File: src/rtl/rtc_alarm_pkg.sv
package rtc_alarm_pkg;

  localparam int NUM_FIELDS = 6;
  localparam int EVT_BIT    = 6;
  localparam int STS_TIME   = 2;
  localparam int STS_CAL    = 3;

  localparam int ADR_ALM_TIME = 0;
  localparam int ADR_ALM_CAL  = 1;
  localparam int ADR_ALM_EN   = 2;
  localparam int ADR_EVENTS   = 3;
  localparam int ADR_INT_SET  = 4;
  localparam int ADR_INT_CLR  = 5;
  localparam int ADR_INT_MASK = 6;
  localparam int ADR_STATUS   = 7;

  typedef struct packed {
    logic wrTime;
    logic wrCal;
    logic wrEn;
    logic rdEvents;
    logic intSet;
    logic intClr;
  } regStrobeT;

  // field order matches the enable-bit order: hund, sec, min, hour, date, month
  function automatic int fieldLsb(input int idx);
    case (idx)
      0: return 0;
      1: return 8;
      2: return 16;
      3: return 24;
      4: return 8;
      default: return 3;
    endcase
  endfunction

  function automatic int fieldWidth(input int idx);
    case (idx)
      0: return 8;
      1: return 7;
      2: return 7;
      3: return 6;
      4: return 6;
      default: return 5;
    endcase
  endfunction

  function automatic logic [31:0] fieldMask(input bit calWord);
    logic [31:0] m;
    m = '0;
    for (int i = 0; i < NUM_FIELDS; i++) begin
      if ((i >= 4) == calWord) begin
        for (int b = 0; b < fieldWidth(i); b++) m[fieldLsb(i) + b] = 1'b1;
      end
    end
    return m;
  endfunction

  function automatic logic bcdInRange(input logic [7:0] v, input int lo, input int hi);
    int value;
    value = int'(v[7:4]) * 10 + int'(v[3:0]);
    return (v[7:4] <= 4'd9) && (v[3:0] <= 4'd9) && (value >= lo) && (value <= hi);
  endfunction

endpackage

File: src/rtl/rtc_alarm_ctrl.sv
module rtc_alarm_ctrl
  import rtc_alarm_pkg::*;
#(
  parameter int ADDR_W = 4
) (
  input  logic              regWrEn,
  input  logic              regRdEn,
  input  logic [ADDR_W-1:0] regAddr,
  output regStrobeT         strb
);

  always_comb begin
    strb          = '0;
    strb.wrTime   = regWrEn && (regAddr == ADDR_W'(ADR_ALM_TIME));
    strb.wrCal    = regWrEn && (regAddr == ADDR_W'(ADR_ALM_CAL));
    strb.wrEn     = regWrEn && (regAddr == ADDR_W'(ADR_ALM_EN));
    strb.intSet   = regWrEn && (regAddr == ADDR_W'(ADR_INT_SET));
    strb.intClr   = regWrEn && (regAddr == ADDR_W'(ADR_INT_CLR));
    strb.rdEvents = regRdEn && (regAddr == ADDR_W'(ADR_EVENTS));
  end

endmodule

File: src/rtl/rtc_alarm_datapath.sv
module rtc_alarm_datapath
  import rtc_alarm_pkg::*;
#(
  parameter int DATA_W = 32,
  parameter int ADDR_W = 4
) (
  input  logic              clk,
  input  logic              rstN,
  input  logic              tick,
  input  logic [DATA_W-1:0] curTime,
  input  logic [DATA_W-1:0] curCal,
  input  regStrobeT         strb,
  input  logic [ADDR_W-1:0] regAddr,
  input  logic [DATA_W-1:0] regWrData,
  output logic [DATA_W-1:0] regRdData,
  output logic              irq
);

  localparam logic [DATA_W-1:0] TIME_MASK = DATA_W'(fieldMask(1'b0));
  localparam logic [DATA_W-1:0] CAL_MASK  = DATA_W'(fieldMask(1'b1));

  logic [DATA_W-1:0]     almTime, almCal;
  logic [NUM_FIELDS-1:0] almEn, fieldHit;
  logic evtFlag, intMask, timeOk, calOk, matchPrev;
  logic matchNow, alarmEvent, wrTimeOk, wrCalOk;

  for (genvar gi = 0; gi < NUM_FIELDS; gi++) begin : g_field
    localparam int LSB = fieldLsb(gi);
    localparam int W   = fieldWidth(gi);
    logic [W-1:0] curV, almV;
    if (gi < 4) begin : g_time
      assign curV = curTime[LSB +: W];
      assign almV = almTime[LSB +: W];
    end else begin : g_cal
      assign curV = curCal[LSB +: W];
      assign almV = almCal[LSB +: W];
    end
    assign fieldHit[gi] = ~almEn[gi] | (curV == almV);
  end

  assign matchNow   = (|almEn) & (&fieldHit);
  assign alarmEvent = tick & matchNow & ~matchPrev;

  assign wrTimeOk = bcdInRange(regWrData[7:0], 0, 99)
                  & bcdInRange({1'b0, regWrData[14:8]}, 0, 59)
                  & bcdInRange({1'b0, regWrData[22:16]}, 0, 59)
                  & bcdInRange({2'b0, regWrData[29:24]}, 0, 23);
  assign wrCalOk  = bcdInRange({2'b0, regWrData[13:8]}, 1, 31)
                  & bcdInRange({3'b0, regWrData[7:3]}, 1, 12);

  always_ff @(posedge clk or negedge rstN) begin
    if (!rstN) begin
      almTime   <= '0;
      almCal    <= '0;
      almEn     <= '0;
      evtFlag   <= 1'b0;
      intMask   <= 1'b0;
      timeOk    <= 1'b0;
      calOk     <= 1'b0;
      matchPrev <= 1'b0;
    end else begin
      if (strb.wrTime) begin
        almTime <= regWrData & TIME_MASK;
        timeOk  <= wrTimeOk;
      end
      if (strb.wrCal) begin
        almCal <= regWrData & CAL_MASK;
        calOk  <= wrCalOk;
      end
      if (strb.wrEn) almEn <= regWrData[NUM_FIELDS-1:0];
      if (strb.intSet && regWrData[EVT_BIT]) intMask <= 1'b1;
      else if (strb.intClr && regWrData[EVT_BIT]) intMask <= 1'b0;
      // a fresh event outranks the read-clear so it is never lost
      if (alarmEvent) evtFlag <= 1'b1;
      else if (strb.rdEvents) evtFlag <= 1'b0;
      if (tick) matchPrev <= matchNow;
    end
  end

  assign irq = evtFlag & intMask;

  always_comb begin
    regRdData = '0;
    case (regAddr)
      ADDR_W'(ADR_ALM_TIME): regRdData = almTime;
      ADDR_W'(ADR_ALM_CAL):  regRdData = almCal;
      ADDR_W'(ADR_ALM_EN):   regRdData[NUM_FIELDS-1:0] = almEn;
      ADDR_W'(ADR_EVENTS):   regRdData[EVT_BIT] = evtFlag;
      ADDR_W'(ADR_INT_MASK): regRdData[EVT_BIT] = intMask;
      ADDR_W'(ADR_STATUS): begin
        regRdData[STS_TIME] = timeOk;
        regRdData[STS_CAL]  = calOk;
      end
      default: regRdData = '0;
    endcase
  end

  assert_event_sets_flag_R5: assert property (@(posedge clk) disable iff (!rstN)
    alarmEvent |=> evtFlag);
  assert_read_clears_flag_R5: assert property (@(posedge clk) disable iff (!rstN)
    (strb.rdEvents && !alarmEvent) |=> !evtFlag);
  assert_event_survives_read_R6: assert property (@(posedge clk) disable iff (!rstN)
    (strb.rdEvents && alarmEvent) |=> evtFlag);
  assert_single_fire_R3: assert property (@(posedge clk) disable iff (!rstN)
    alarmEvent |=> !alarmEvent);
  assert_no_enable_no_event_R4: assert property (@(posedge clk) disable iff (!rstN)
    (almEn == '0) |-> !alarmEvent);
  assert_mask_set_R7: assert property (@(posedge clk) disable iff (!rstN)
    (strb.intSet && regWrData[EVT_BIT]) |=> intMask);
  assert_mask_clear_R7: assert property (@(posedge clk) disable iff (!rstN)
    (strb.intClr && regWrData[EVT_BIT]) |=> !intMask);
  assert_irq_holds_R8: assert property (@(posedge clk) disable iff (!rstN)
    (irq && !strb.rdEvents && !strb.intClr) |=> irq);

endmodule

File: src/rtl/rtc_alarm_unit.sv
module rtc_alarm_unit
  import rtc_alarm_pkg::*;
#(
  parameter int DATA_W = 32,
  parameter int ADDR_W = 4
) (
  input  logic              clk,
  input  logic              rstN,
  input  logic              tick,
  input  logic [DATA_W-1:0] curTime,
  input  logic [DATA_W-1:0] curCal,
  input  logic              regWrEn,
  input  logic              regRdEn,
  input  logic [ADDR_W-1:0] regAddr,
  input  logic [DATA_W-1:0] regWrData,
  output logic [DATA_W-1:0] regRdData,
  output logic              irq
);

  regStrobeT strb;

  rtc_alarm_ctrl #(.ADDR_W(ADDR_W)) u_ctrl (
    .regWrEn (regWrEn),
    .regRdEn (regRdEn),
    .regAddr (regAddr),
    .strb    (strb)
  );

  rtc_alarm_datapath #(.DATA_W(DATA_W), .ADDR_W(ADDR_W)) u_dp (
    .clk       (clk),
    .rstN      (rstN),
    .tick      (tick),
    .curTime   (curTime),
    .curCal    (curCal),
    .strb      (strb),
    .regAddr   (regAddr),
    .regWrData (regWrData),
    .regRdData (regRdData),
    .irq       (irq)
  );

endmodule

File: config.mk
export PLATFORM = sky130hd
export DESIGN_NAME = rtc_alarm_unit
export DESIGN_NICKNAME = d
export VERILOG_FILES = /design/src/rtl/rtc_alarm_pkg.sv /design/src/rtl/rtc_alarm_ctrl.sv /design/src/rtl/rtc_alarm_datapath.sv /design/src/rtl/rtc_alarm_unit.sv
export SDC_FILE = /design/constraint.sdc
export NUM_CORES = 1
export LEC_CHECK = 0
export BUFFER_PORTS_ARGS = -buffer_cell sky130_fd_sc_hd__clkbuf_2
export CORE_ASPECT_RATIO = 1.5
export CORE_MARGIN = 5
export CORE_UTILIZATION = 55
export CTS_BUF_LIST = sky130_fd_sc_hd__clkbuf_2 sky130_fd_sc_hd__clkbuf_4 sky130_fd_sc_hd__clkbuf_8
export DETAILED_ROUTE_END_ITERATION = 12
export GPL_TIMING_DRIVEN = 0
export PLACE_DENSITY = 0.88
export SKIP_LAST_GASP = 1
export SLEW_MARGIN = 10
export SYNTH_ARGS = -nofsm -noshare
export SYNTH_HDL_FRONTEND = slang
export SYNTH_SLANG_ARGS = --single-unit
export TNS_END_PERCENT = 50
File: constraint.sdc
create_clock -name clk -period 3.1 [get_ports clk]
set_input_delay 0.31 -clock clk [delete_from_list [all_inputs] [get_ports clk]]
set_output_delay 0.31 -clock clk [all_outputs]
set_load 0.02 [all_outputs]
# Yosys cells after proc, flatten, opt, wreduce, memory -nomap -nowiden
# Index checks and enable logic that the tools add are counted.
# W data, S select, Z words.
[classes]
addsub = 6
n_mul = 6
n_lt_le_gt_ge = 22
eq_ne = 13
mux = 9
bitwise = 21
n_reduce_logical = 30
[ops]
columns = ["op", "count"]
rows = [
  ["$add A32 B5 Y32", 6],
  ["$ge A32 B1 Y1 const B", 4],
  ["$ge A32 B2 Y1 const B", 2],
  ["$le A32 B6 Y1 const B", 2],
  ["$le A32 B7 Y1 const B", 2],
  ["$pmux W23 S2", 1],
  ["$le A32 B5 Y1 const B", 1],
  ["$le A32 B8 Y1 const B", 1],
  ["$logic_and A1 B1 Y1", 25],
  ["$le A4 B4 Y1 const B", 6],
  ["$eq A4 B3 Y1 const B", 4],
  ["$eq A7 B7 Y1", 2],
  ["$eq A6 B6 Y1", 2],
  ["$mul A3 B3 Y6 const B", 2],
  ["$mul A2 B3 Y5 const B", 2],
  ["$and A1 B1 Y1", 8],
  ["$eq A4 B2 Y1 const B", 2],
  ["$eq A8 B8 Y1", 1],
  ["$le A2 B4 Y1 const B", 2],
  ["$le A3 B4 Y1 const B", 2],
  ["$pmux W2 S4", 1],
  ["$mul A4 B3 Y7 const B", 1],
  ["$not A1 Y1", 7],
  ["$or A1 B1 Y1", 6],
  ["other kinds (11)", 15],
]
[word_totals]
ff_bits = 50
input_bits = 105
output_inout_bits = 33
wordCells = 115

# Depth between registers and ports, before layout
# Gate-level depths: netlist of the first run.
[logic_depth]
depth_word = 8
depth_mapped = 9
depth_no_buf = 9

# Cells and area by module
# A second synthesis of the first run with hierarchy kept.
[hier_totals]
cells_unflattened = 366
area_unflattened_um2 = 3752.3
[by_module_without_submodules]
columns = ["module", "n_inst", "cells_each", "area_per_inst_um2", "seq_area_each_um2"]
rows = [
  ["rtc_alarm_datapath", 1, 356, 3689.8, 1251.2],
  ["rtc_alarm_ctrl", 1, 10, 62.6, 0.0],
]

# Worst setup path before layout of the first run
# Ideal clock, no wire load.
[synth_timing]
path_type = "input -> register"
start = "input regWrData[5]"
end = "register u_dp.timeOk"
setup_time_ns = 0.077
arrival_time_ns = 2.254
t_required_ns = 3.023
setup_slack_ns = 0.769
path_stages = 9
path_buffers = 0
path_cell_list = "ha_1 > ha_1 > fa_1 > nand2_1 > nor3_2 > xnor2_1 > a2111oi_1 > o2111ai_1 > o21ai_1"
[synth_via]
elab_chain_cells = 8
elab_cells_between_ends = 11
cone_classes = "add/sub (1); mul (1); order compare (3); bitwise (3); reduce/logical (3)"
[synth_lines]
columns = ["element", "line", "rtl"]
rows = [
  ["from (decl)", "rtc_alarm_unit.sv:15", "input logic [DATA_W-1:0] regWrData,"],
  ["$mul A4 B3 Y7", "rtc_alarm_pkg.sv:62", "value = int'(v[7:4]) * 10 + int'(v[3:0]);"],
  ["$add A32 B5 Y32", "rtc_alarm_pkg.sv:62", ""],
  ["$ge A32 B1 Y1", "rtc_alarm_pkg.sv:63", "return (v[7:4] <= 4'd9) && (v[3:0] <= 4'd9) && (value >= lo) && (value <= hi);"],
  ["$logic_and A1 B1 Y1", "rtc_alarm_pkg.sv:63", ""],
  ["$logic_and A1 B1 Y1 (*)", "rtc_alarm_pkg.sv:63", ""],
  ["$and A1 B1 Y1 (*)", "rtc_alarm_datapath.sv:45", "& bcdInRange({1'b0, regWrData[14:8]}, 0, 59)"],
  ["$and A1 B1 Y1 (*)", "rtc_alarm_datapath.sv:46", "& bcdInRange({1'b0, regWrData[22:16]}, 0, 59)"],
  ["$and A1 B1 Y1 (*)", "rtc_alarm_datapath.sv:47", "& bcdInRange({2'b0, regWrData[29:24]}, 0, 23);"],
  ["to (signal assigned)", "rtc_alarm_datapath.sv:64", "timeOk <= wrTimeOk;"],
  ["to (decl)", "rtc_alarm_datapath.sv:24", "logic evtFlag, intMask, timeOk, calOk, matchPrev;"],
]
# Mark *: on every way between the ends. The rest lies on a longest branch, timed or not.
# A chain may end at the register's enable or synchronous reset.

# Worst setup path in the final report of the first run
[layout_timing]
start = "input regAddr[0]"
end = "output regRdData[2]"
[layout_via]
elab_chain_cells = 2
elab_cells_between_ends = 5
cone_classes = "eq/ne (3); mux (1); reduce/logical (1)"
[layout_lines]
columns = ["element", "line", "rtl"]
rows = [
  ["from (decl)", "rtc_alarm_unit.sv:14", "input logic [ADDR_W-1:0] regAddr,"],
  ["$eq A4 B3 Y1 (tied with other cells)", "rtc_alarm_datapath.sv:84", "case (regAddr)"],
  ["$pmux W2 S4 (*)", "rtc_alarm_datapath.sv:84", ""],
  ["to (decl)", "rtc_alarm_unit.sv:16", "output logic [DATA_W-1:0] regRdData,"],
]
# Marked as above.

==> results.md, run 1 <==
* CP bufs+invs at 4
* Reg clk slew, reported paths at 100 ps
* Startpoint Class: input pin
* Commonest cells in the netlist: dfrtp_1, mux2_1, ha_1, xor2_1, nand2_1
* Core area at 6530 sq um
* Initial cell density of the core at 0.564
* Syn avg cell area at 10.3 sq um
* Antenna Nets Post-Route at 0
* N_diodes at 0
* Flop2flop setup slack at 1420 ps
* Dpl cells at 538
* Hold path cells at 2
* Required time of the critical path at 2790 ps
* Slew Limit Fails at 0
* Post-synth top flop: dfrtp_1
* Cell taking the most area after synthesis: dfrtp_1
* Peak supply drop at 0.000238 V
* # DRC at 0
* RSZ-0062 raised after global routing: no
* FF-to-FF path depth at 6
* CTS Buf Count at 5
* Crit Path Max Fanout at 10
* Final Cycle Share at 0.852
* MaxCap Viol Count at 0
* Slowest Stage Delay on Critical Path at 470 ps
* First drt pass iteration count at 5
* Final Skew at 10.4 ps
* Cell area after layout at 4420 sq um
* Crit. End Element: output port
* Most frequent cell after synthesis: dfrtp_1
* R2r endpoint: u_dp.evtFlag
* Via density at 6.16
* Setup Viol. Count Final at 0
* CTS Buffer Depth at 2
* CP delay by family, top: buffers and inverters
* GRT overflow at 0
* Crit Path Category: in2out
* H-Tree Depth at 2
* Final TNS setup at 0 ps
* Setup Buffers After CTS at 0
* Final WL at 10200 um
* Final Wtd Congestion at 0.922
* Max frequency at 379 MHz
* Hold Startpoint: tick
* Die W at 76.8 um
* Worst hold slack at 192 ps
* PortBufs at 102
* Final setup margin at 460 ps
* Cell count after synthesis at 357
* Clk sink count at 50
* Pwr Density at 445 nW/um^2
* Hold Path Sink: u_dp.matchPrev
* Sequential share of the synthesized area at 0.340
* Final std cells w/o fill at 548
* Asr flop ratio synth at 1.00
* LEAKAGE at 2.18 nW
* Placed cell areas at 4300 sq um
* Core Util, Final at 0.677
* Iter 0 DRT Violations at 182
* CTS tree: built
* Share of the synthesized area in the top cell type at 0.340
* Worst-Skew Late Latency at 310 ps
* Warnings, synthesis at 0
* Total Power at 1.96 mW
* Post-synthesis instance area at 3680 sq um
* Synth unique cells at 47
* Synth Register Bits at 50
* Ports at 138
* Die Ht at 110 um
* WP data arrival at 2330 ps
* Share of layout cells above drive strength 1 at 0.265
* Area grow syn2layout at 20.0%
* Hold Crit Class: in2reg
* Post-Place Worst Slack at 230 ps
* Worst slew pin tran at 530 ps
* Vias in the first global route at 3527
* Post-synth EDFFs at 0
* Largest net degree at the start of global routing at 51
* Outcome: finished clean
* Worst R2R Start: u_dp.almCal[10]
* Synth area leaders: dfrtp_1, mux2_1, ha_1
* Avg WL per Cell at 18.6 um
* Worst path most repeated cell: clkbuf_1
* First-pass GRT wire length at 16200 um
* Nets@finish at 610
* Clock Tree Root: clkbuf_8
* Std-Cell Rows at 36
* Rel. slew slack at 0.647
* CP max stage cell: nor4_1
* Vias at 3373
* DIE AREA at 8470 sq um
* HPWL Detailed at 8310 um
* Fin crit period at 2640 ps
* Hold Vio Cnt, Final at 0
* Worst-path cell chain: clkbuf_1 -> nor4_1 -> clkbuf_1 -> clkbuf_1 -> nand2_1 -> o21ai_1 -> clkbuf_2
* Total GRT Usage at 0.238
* Initial antenna violation count at 0
==> worst max-delay path by stage <==
| stage | startpoint | to | slack, ps | depth (start not counted) |
|---|---|---|---|---|
| 2_1_floorplan | regWrData[5] | u_dp.timeOk | 770 | 9 |
| 6_report | regAddr[0] | regRdData[2] | 460 | 7 |
| 4_1_cts | regAddr[0] | regRdData[2] | 490 | 7 |
| 3_3_place_gp | regWrData[5] | u_dp.timeOk | 380 | 10 |
| 3_5_place_dp | regWrData[5] | u_dp.timeOk | 230 | 10 |
| 5_1_grt | regWrData[5] | u_dp.timeOk | 270 | 10 |
==> cells in the final DEF (no fill, tap or decap), types with 4 or more instances in the layout <==
master,n
a21o_1,5
a21oi_1,8
a22o_1,9
a31oi_1,4
and2_1,15
buf_2,6
buf_4,4
clkbuf_1,5
clkbuf_2,101
clkbuf_8,5
conb_1,4
dfrtp_1,50
fa_1,5
ha_1,29
inv_1,8
mux2_1,41
nand2_1,20
nand3_1,9
nand4_1,10
nor2_1,11
nor3_1,8
nor4_1,7
o21ai_0,10
o21ai_1,10
xnor2_1,16
xor2_1,29
==> state kept, by name (all words and copies together) (netlist names) <==
| name | count |
|---|---|
| u_dp.almCal | 11 |
| u_dp.almEn | 6 |
| u_dp.almTime | 28 |
| u_dp.calOk | 1 |
| u_dp.evtFlag | 1 |
| u_dp.intMask | 1 |
| u_dp.matchPrev | 1 |
| u_dp.timeOk | 1 |
==> logic make-up (layout without fill, tap and decap cells) <==
logic type | Yosys count | in the layout | synth area share
fa+ha+maj | 34 | 34 | 0.126
compound gates | 69 | 69 | 0.130
buf+inv | 22 | 134 | 0.0282
flops | 50 | 50 | 0.340
other cells | 1 | 4 | 0.00102
xor+xnor | 45 | 45 | 0.107
simple gates | 92 | 92 | 0.134
mux | 44 | 44 | 0.134
==> cell type report <==
class | count | area [sq um]
Fill cell | 496 | 2110
Clock inverter | 3 | 21.3
Sequential cell | 50 | 1250
Tap cell | 76 | 95.1
Buffer | 14 | 73.8
Inverter | 8 | 30.0
Timing Repair Buffer | 104 | 541
Clock buffer | 5 | 68.8
Multi-Input combinational cell | 288 | 2340
==> per-layer routing <==
layer	global-route usage	share of wire	up-vias
li1	-	-	1530
met2	0.456	0.56	153
met4	0.156	0.056	0
met3	0.0350	0.053	47
met5	0	0	-
met1	0.236	0.33	1643
==> power breakdown <==
group          switching (mW)  leakage, nW  internal [mW]  total [mW]
registers               0.153        0.617          0.801       0.955
clock network           0.227       0.0441          0.159       0.386
logic                   0.322         1.52          0.303       0.625
==> timing repair <==
action,in CTS,in global routing
resized for setup,0,0
hold endpoints to repair,0,13
hold buffers,0,1
(Power assumes the default switching activity.)
==> inputs of run 2 (changes only) <==
CORE_ASPECT_RATIO = 0.8   (was 1.5)
GPL_TIMING_DRIVEN = not set   (was 0)
PLACE_DENSITY = not set   (was 0.88)
PLACE_DENSITY_LB_ADDON = 0.1   (was not set)
==> run 2 against run 1 <==
- first-iteration DRC count rose by 43%
- cell count rose by 0.36%
- utilization rose by 1.0 points
- largest cell class unchanged
==> results.md, run 2 (same netlist as run 1, synthesis figures left out) <==
* Worst-Skew Late Latency at 300 ps
* Detail Route met2 WL at 4330 um
* Crit Path Category: in2reg
* Initial antenna violation count at 0
* Final Wtd Congestion at 0.887
* Reg clk slew, reported paths at 100 ps
* Total area of multi-input combinational cells at 2340 sq um
* Area grow syn2layout at 20.2%
* Avg WL per Cell at 17.9 um
* Final TNS setup at 0 ps
* Via density at 5.82
* Worst-path cell chain: clkbuf_2 -> ha_1 -> ha_1 -> fa_1 -> xnor2_1 -> nor4b_1 -> o311a_1 -> a2111oi_1 -> o2111ai_1 -> o21ai_1
* Vias in the first global route at 3228
* LEAKAGE at 2.18 nW
* WP data arrival at 2660 ps
* Die Ht at 83.2 um
* Setup Viol. Count Final at 0
* Core area at 6440 sq um
* MaxCap Viol Count at 0
* Clock Tree Root: clkbuf_8
* CTS tree: built
* Outcome: finished clean
* Sw Pwr at 0.692 mW
* Max frequency at 410 MHz
* Fin crit period at 2440 ps
* Hold Crit Class: in2async
* Antenna Nets Post-Route at 0
* Vias at 3199
* Most common cell after layout, fill and taps aside: clkbuf_2
* Crit Path Max Fanout at 6
* CP delay by family, top: adder cells
* Hold Vio Cnt, Final at 0
* Cell area after layout at 4430 sq um
* Clock network power share at 0.233
* Worst path most repeated cell: ha_1
* Nets@finish at 604
* Largest register FFs at 28
* Combinational Power Share at 0.303
* H-Tree Depth at 2
* Startpoint Class: input pin
* DIE AREA at 8440 sq um
* Power share of the sequential group at 0.464
* Crit. End Element: flip-flop
* Iter 0 DRT Violations at 261
* Placed cell areas at 4310 sq um
* Pwr Density at 462 nW/um^2
* Required time of the critical path at 3320 ps
* Total GRT Usage at 0.239
* CP bufs+invs at 1
* Slowest Stage Delay on Critical Path at 490 ps
* Worst slew pin tran at 766 ps
* Largest net degree at the start of global routing at 32
* HPWL Detailed at 7950 um
* First-pass GRT wire length at 16300 um
* N_diodes at 0
* Final Skew at 5.86 ps
* Top reg by flops: u_dp.almTime
* # DRC at 0
* # fillers at 520
* CP max stage cell: fa_1
* Die W at 101 um
* Largest regs: u_dp.almTime (28), u_dp.almCal (11), u_dp.almEn (6)
* Storage cell area at 1250 sq um
* Max Used Layer: met4
* CTS Buf Count at 5
* Total Power at 2.04 mW
* Leading cell types in the layout, fill and taps excluded: clkbuf_2, dfrtp_1, mux2_1, xor2_1, ha_1
* Met3 routed WL at 713 um
* Final WL at 9860 um
* CTS Hold Bufs at 0
* Rel. slew slack at 0.490
* Final Cycle Share at 0.787
* GRT overflow at 0
* RSZ-0062 raised after global routing: no
* Setup Buffers After CTS at 0
* Ports at 138
* PortBufs at 104
* Internal power contribution at 1.35 mW
* Peak supply drop at 0.000235 V
* Clk sink count at 50
* CTS Buffer Depth at 2
* Std-Cell Rows at 26
* Initial cell density of the core at 0.572
* Post-cts sizing count at 0
* Met1 Wirelength at 4720 um
* Slew Limit Fails at 0
* Sw frac at 0.339
* Share of layout cells above drive strength 1 at 0.270
* First drt pass iteration count at 5
==> run 2: cell types whose count changed in the layout (fill, tap and decap cells not counted), sizes merged <==
| cell | delta |
|---|---|
| clkbuf | -1 |
| clkinv | -2 |
| dlygate4sd3 | -1 |
| bufinv | +1 |
| buf | -3 |
==> run 2: power by group through the flow <==
stage	clock [mW]	combinational (mW)	sequential [mW]
final	0.477	0.620	0.948
after global routing	0.503	0.693	0.972
after CTS	0.479	0.621	0.947
after detailed placement	0	0.617	0.960
after global placement	0	0.597	0.949
after floorplan	0	0.427	0.915
==> run 2: final timing paths <==
kind                                       start               to  slack (ps)  cells past startpoint
worst min-delay path                        rstN  u_dp.almTime[1]          70                      1
worst max-delay path                regWrData[5]      u_dp.timeOk         660                     10
min in group clk                            tick   u_dp.matchPrev         210                      2
worst max register to register  u_dp.almTime[22]     u_dp.evtFlag        1460                      6
worst min register to register    u_dp.matchPrev     u_dp.evtFlag         450                      1
max in group asynchronous                   rstN   u_dp.almCal[9]        2360                      2
==> run 2: metal layers <==
layer / global-route usage / vias up
li1: - / 1522
met1: 0.363 / 1546
met2: 0.357 / 121
met3: 0.0369 / 10
met4: 0.0507 / 0
met5: 0 / -
==> run 2: final cells by class <==
class | instances | area share
clock buffer | 6 | 0.0172
clock inverter | 2 | 0.00848
inverter | 8 | 0.00679
multi-input combinational | 288 | 0.530
sequential | 50 | 0.283
tap | 84 | 0.0237
timing repair buffer | 112 | 0.131
==> run 2: through the flow <==
stage | instances | utilization | hold slack, ps | worst slack (ps)
6_report | 550 | 0.687 | 71.1 | 661
5_1_grt | 550 | 0.687 | 122 | 558
4_1_cts | 550 | 0.687 | 86.6 | 701
3_5_place_dp | 542 | 0.669 | 412 | 400
3_3_place_gp | 542 | 0.669 | 423 | 432
2_1_floorplan | 360 | - | 14.4 | 769
==> inputs of run 3 (changes only) <==
CORE_UTILIZATION = 51   (was 55)
clock period = 2.42 ns   (was 3.1 ns; I/O delays follow)
==> run 3 against run 2 <==
- design area is 1.8% higher
- die area is 7.0% higher
- critical path depth is 1 lower
- sequential power is 28% higher
- cell count is 2.5% higher
- clock skew hardly changed
- combinational power is 31% higher
- clock power is 17% higher
- sequential cell count stayed put
- global-route usage is 2.6 points lower
==> results.md, run 3 (same netlist as run 1, synthesis figures left out) <==
* Final WL at 9500 um
* Largest register FFs at 28
* Ports at 138
* Antenna Nets Post-Route at 0
* Vias in the first global route at 3145
* Startpoint Class: input pin
* Rel. slew slack at 0.667
* Largest regs: u_dp.almTime (28), u_dp.almCal (11), u_dp.almEn (6)
* Final Wtd Congestion at 0.928
* Crit. End Element: flip-flop
* Worst-Skew Late Latency at 310 ps
* Area grow syn2layout at 22.4%
* Hold Crit Class: in2reg
* Initial antenna violation count at 0
* Top reg by flops: u_dp.almTime
* Final setup margin at 126 ps
* PortBufs at 104
* GRT overflow at 0
* Crit Path Category: in2reg
* Dpl cells at 555
* GRT Max-Usage Layer: met2
* Avg WL per Cell at 16.8 um
* Nets@finish at 615
* Initial cell density of the core at 0.529
* CTS tree: built
* DIE AREA at 9030 sq um
* First-pass GRT wire length at 15600 um
* Slew Limit Fails at 0
* Final std cells w/o fill at 564
* Std-Cell Rows at 27
* Vias at 3197
* Met3 Usage GRT at 0.0436
* Share of layout cells above drive strength 1 at 0.285
* CTS Buffer Depth at 2
* Post-Place Worst Slack at -150 ps
* N_diodes at 0
* Iter 0 DRT Violations at 151
* Required time of the critical path at 2620 ps
* LEAKAGE at 2.24 nW
* Final Cycle Share at 0.948
* Clock Tree Root: clkbuf_8
* MaxCap Viol Count at 0
* First drt pass iteration count at 4
* Crit Path Max Fanout at 5
* Core area at 6960 sq um
* Reg clk slew, reported paths at 90 ps
* Die W at 105 um
* Pwr Density at 572 nW/um^2
* WP data arrival at 2500 ps
* Setup Viol. Count Final at 0
* RSZ-0062 raised after global routing: no
* Die Ht at 86 um
* Total Power at 2.58 mW
* HPWL Detailed at 7960 um
* Met2 Use GR at 0.334
* M1 GR Usage at 0.305
* Worst slew pin tran at 487 ps
* Leading cell types in the layout, fill and taps excluded: clkbuf_2, dfrtp_1, mux2_1, xor2_1, ha_1
* # DRC at 0
* Peak supply drop at 0.000350 V
* Total GRT Usage at 0.213
* Most common cell after layout, fill and taps aside: clkbuf_2
* Outcome: finished clean
* Hold Vio Cnt, Final at 0
* Final Skew at 5.59 ps
* CTS Buf Count at 5
* Largest net degree at the start of global routing at 29
* Fin crit period at 2290 ps
* Clk sink count at 50
* H-Tree Depth at 2
* Max frequency at 436 MHz
* Via density at 5.67
==> run 3: changes by cell type in the layout (fill, tap and decap cells not counted), sizes merged <==
cell         delta
buf            +10
bufinv          -1
clkbuf          +1
clkinv          +1
clkinvlp        -1
dlygate4sd3     +1
==> run 3: worst paths after layout <==
| path | from | end | slack, ps | depth (start not counted) |
|---|---|---|---|---|
| min in group asynchronous | rstN | u_dp.almTime[28] | 430 | 2 |
| hold / removal | tick | u_dp.matchPrev | 130 | 2 |
| max in group asynchronous | rstN | u_dp.almTime[8] | 1340 | 3 |
| setup reg to reg | u_dp.almTime[7] | u_dp.evtFlag | 790 | 6 |
| hold reg to reg | u_dp.matchPrev | u_dp.evtFlag | 450 | 1 |
| setup / recovery | regWrData[5] | u_dp.timeOk | 130 | 9 |
==> run 3: report_power, final <==
part           total, mW  switching (mW)  leakage, nW  internal [mW]
clock              0.558           0.295       0.0544          0.263
sequential          1.21           0.183        0.617           1.03
combinational      0.811           0.405         1.56          0.406
==> run 3: cell type report <==
cell class / instances / area (sq um)
Sequential cell: 50 / 1250
Multi-Input combinational cell: 288 / 2340
Clock inverter: 1 / 8.76
Clock buffer: 7 / 96.3
Inverter: 8 / 30.0
Timing Repair Buffer: 123 / 666
Tap cell: 87 / 109
Fill cell: 607 / 2450
==> run 3: per-layer routing <==
layer | routed length (um) | vias to the layer above | share of wire
li1 | - | 1554 | -
met1 | 4450 | 1541 | 0.47
met2 | 4250 | 95 | 0.45
met3 | 715 | 7 | 0.075
met4 | 79 | 0 | 0.0083
met5 | 0 | - | 0
==> run 3: critical path, stage by stage <==
cell       delay, ps
clkbuf_2         120
ha_1             320
ha_1             220
fa_1             470
or2_2            330
a2111oi_0        470
a2111oi_1        100
o2111ai_1        130
o21ai_1           80
==> run 3: through the flow <==
step / area [sq um] / hold slack [ps] / utilization / TNS [ps]
6_report: 4510 / 135 / 0.647 / 0
3_3_place_gp: 4390 / 244 / 0.631 / -63.6
5_1_grt: 4510 / 139 / 0.647 / 0
2_1_floorplan: 3690 / -53.6 / - / 0
3_5_place_dp: 4390 / 241 / 0.631 / -150
4_1_cts: 4510 / 123 / 0.647 / 0
==> run 3: what timing repair did <==
item                                   4_1_cts  5_1_grt
setup buffers                                0        0
gates resized for setup                      0        0
hold buffers                                 1        0
endpoints found under the hold margin       19        0
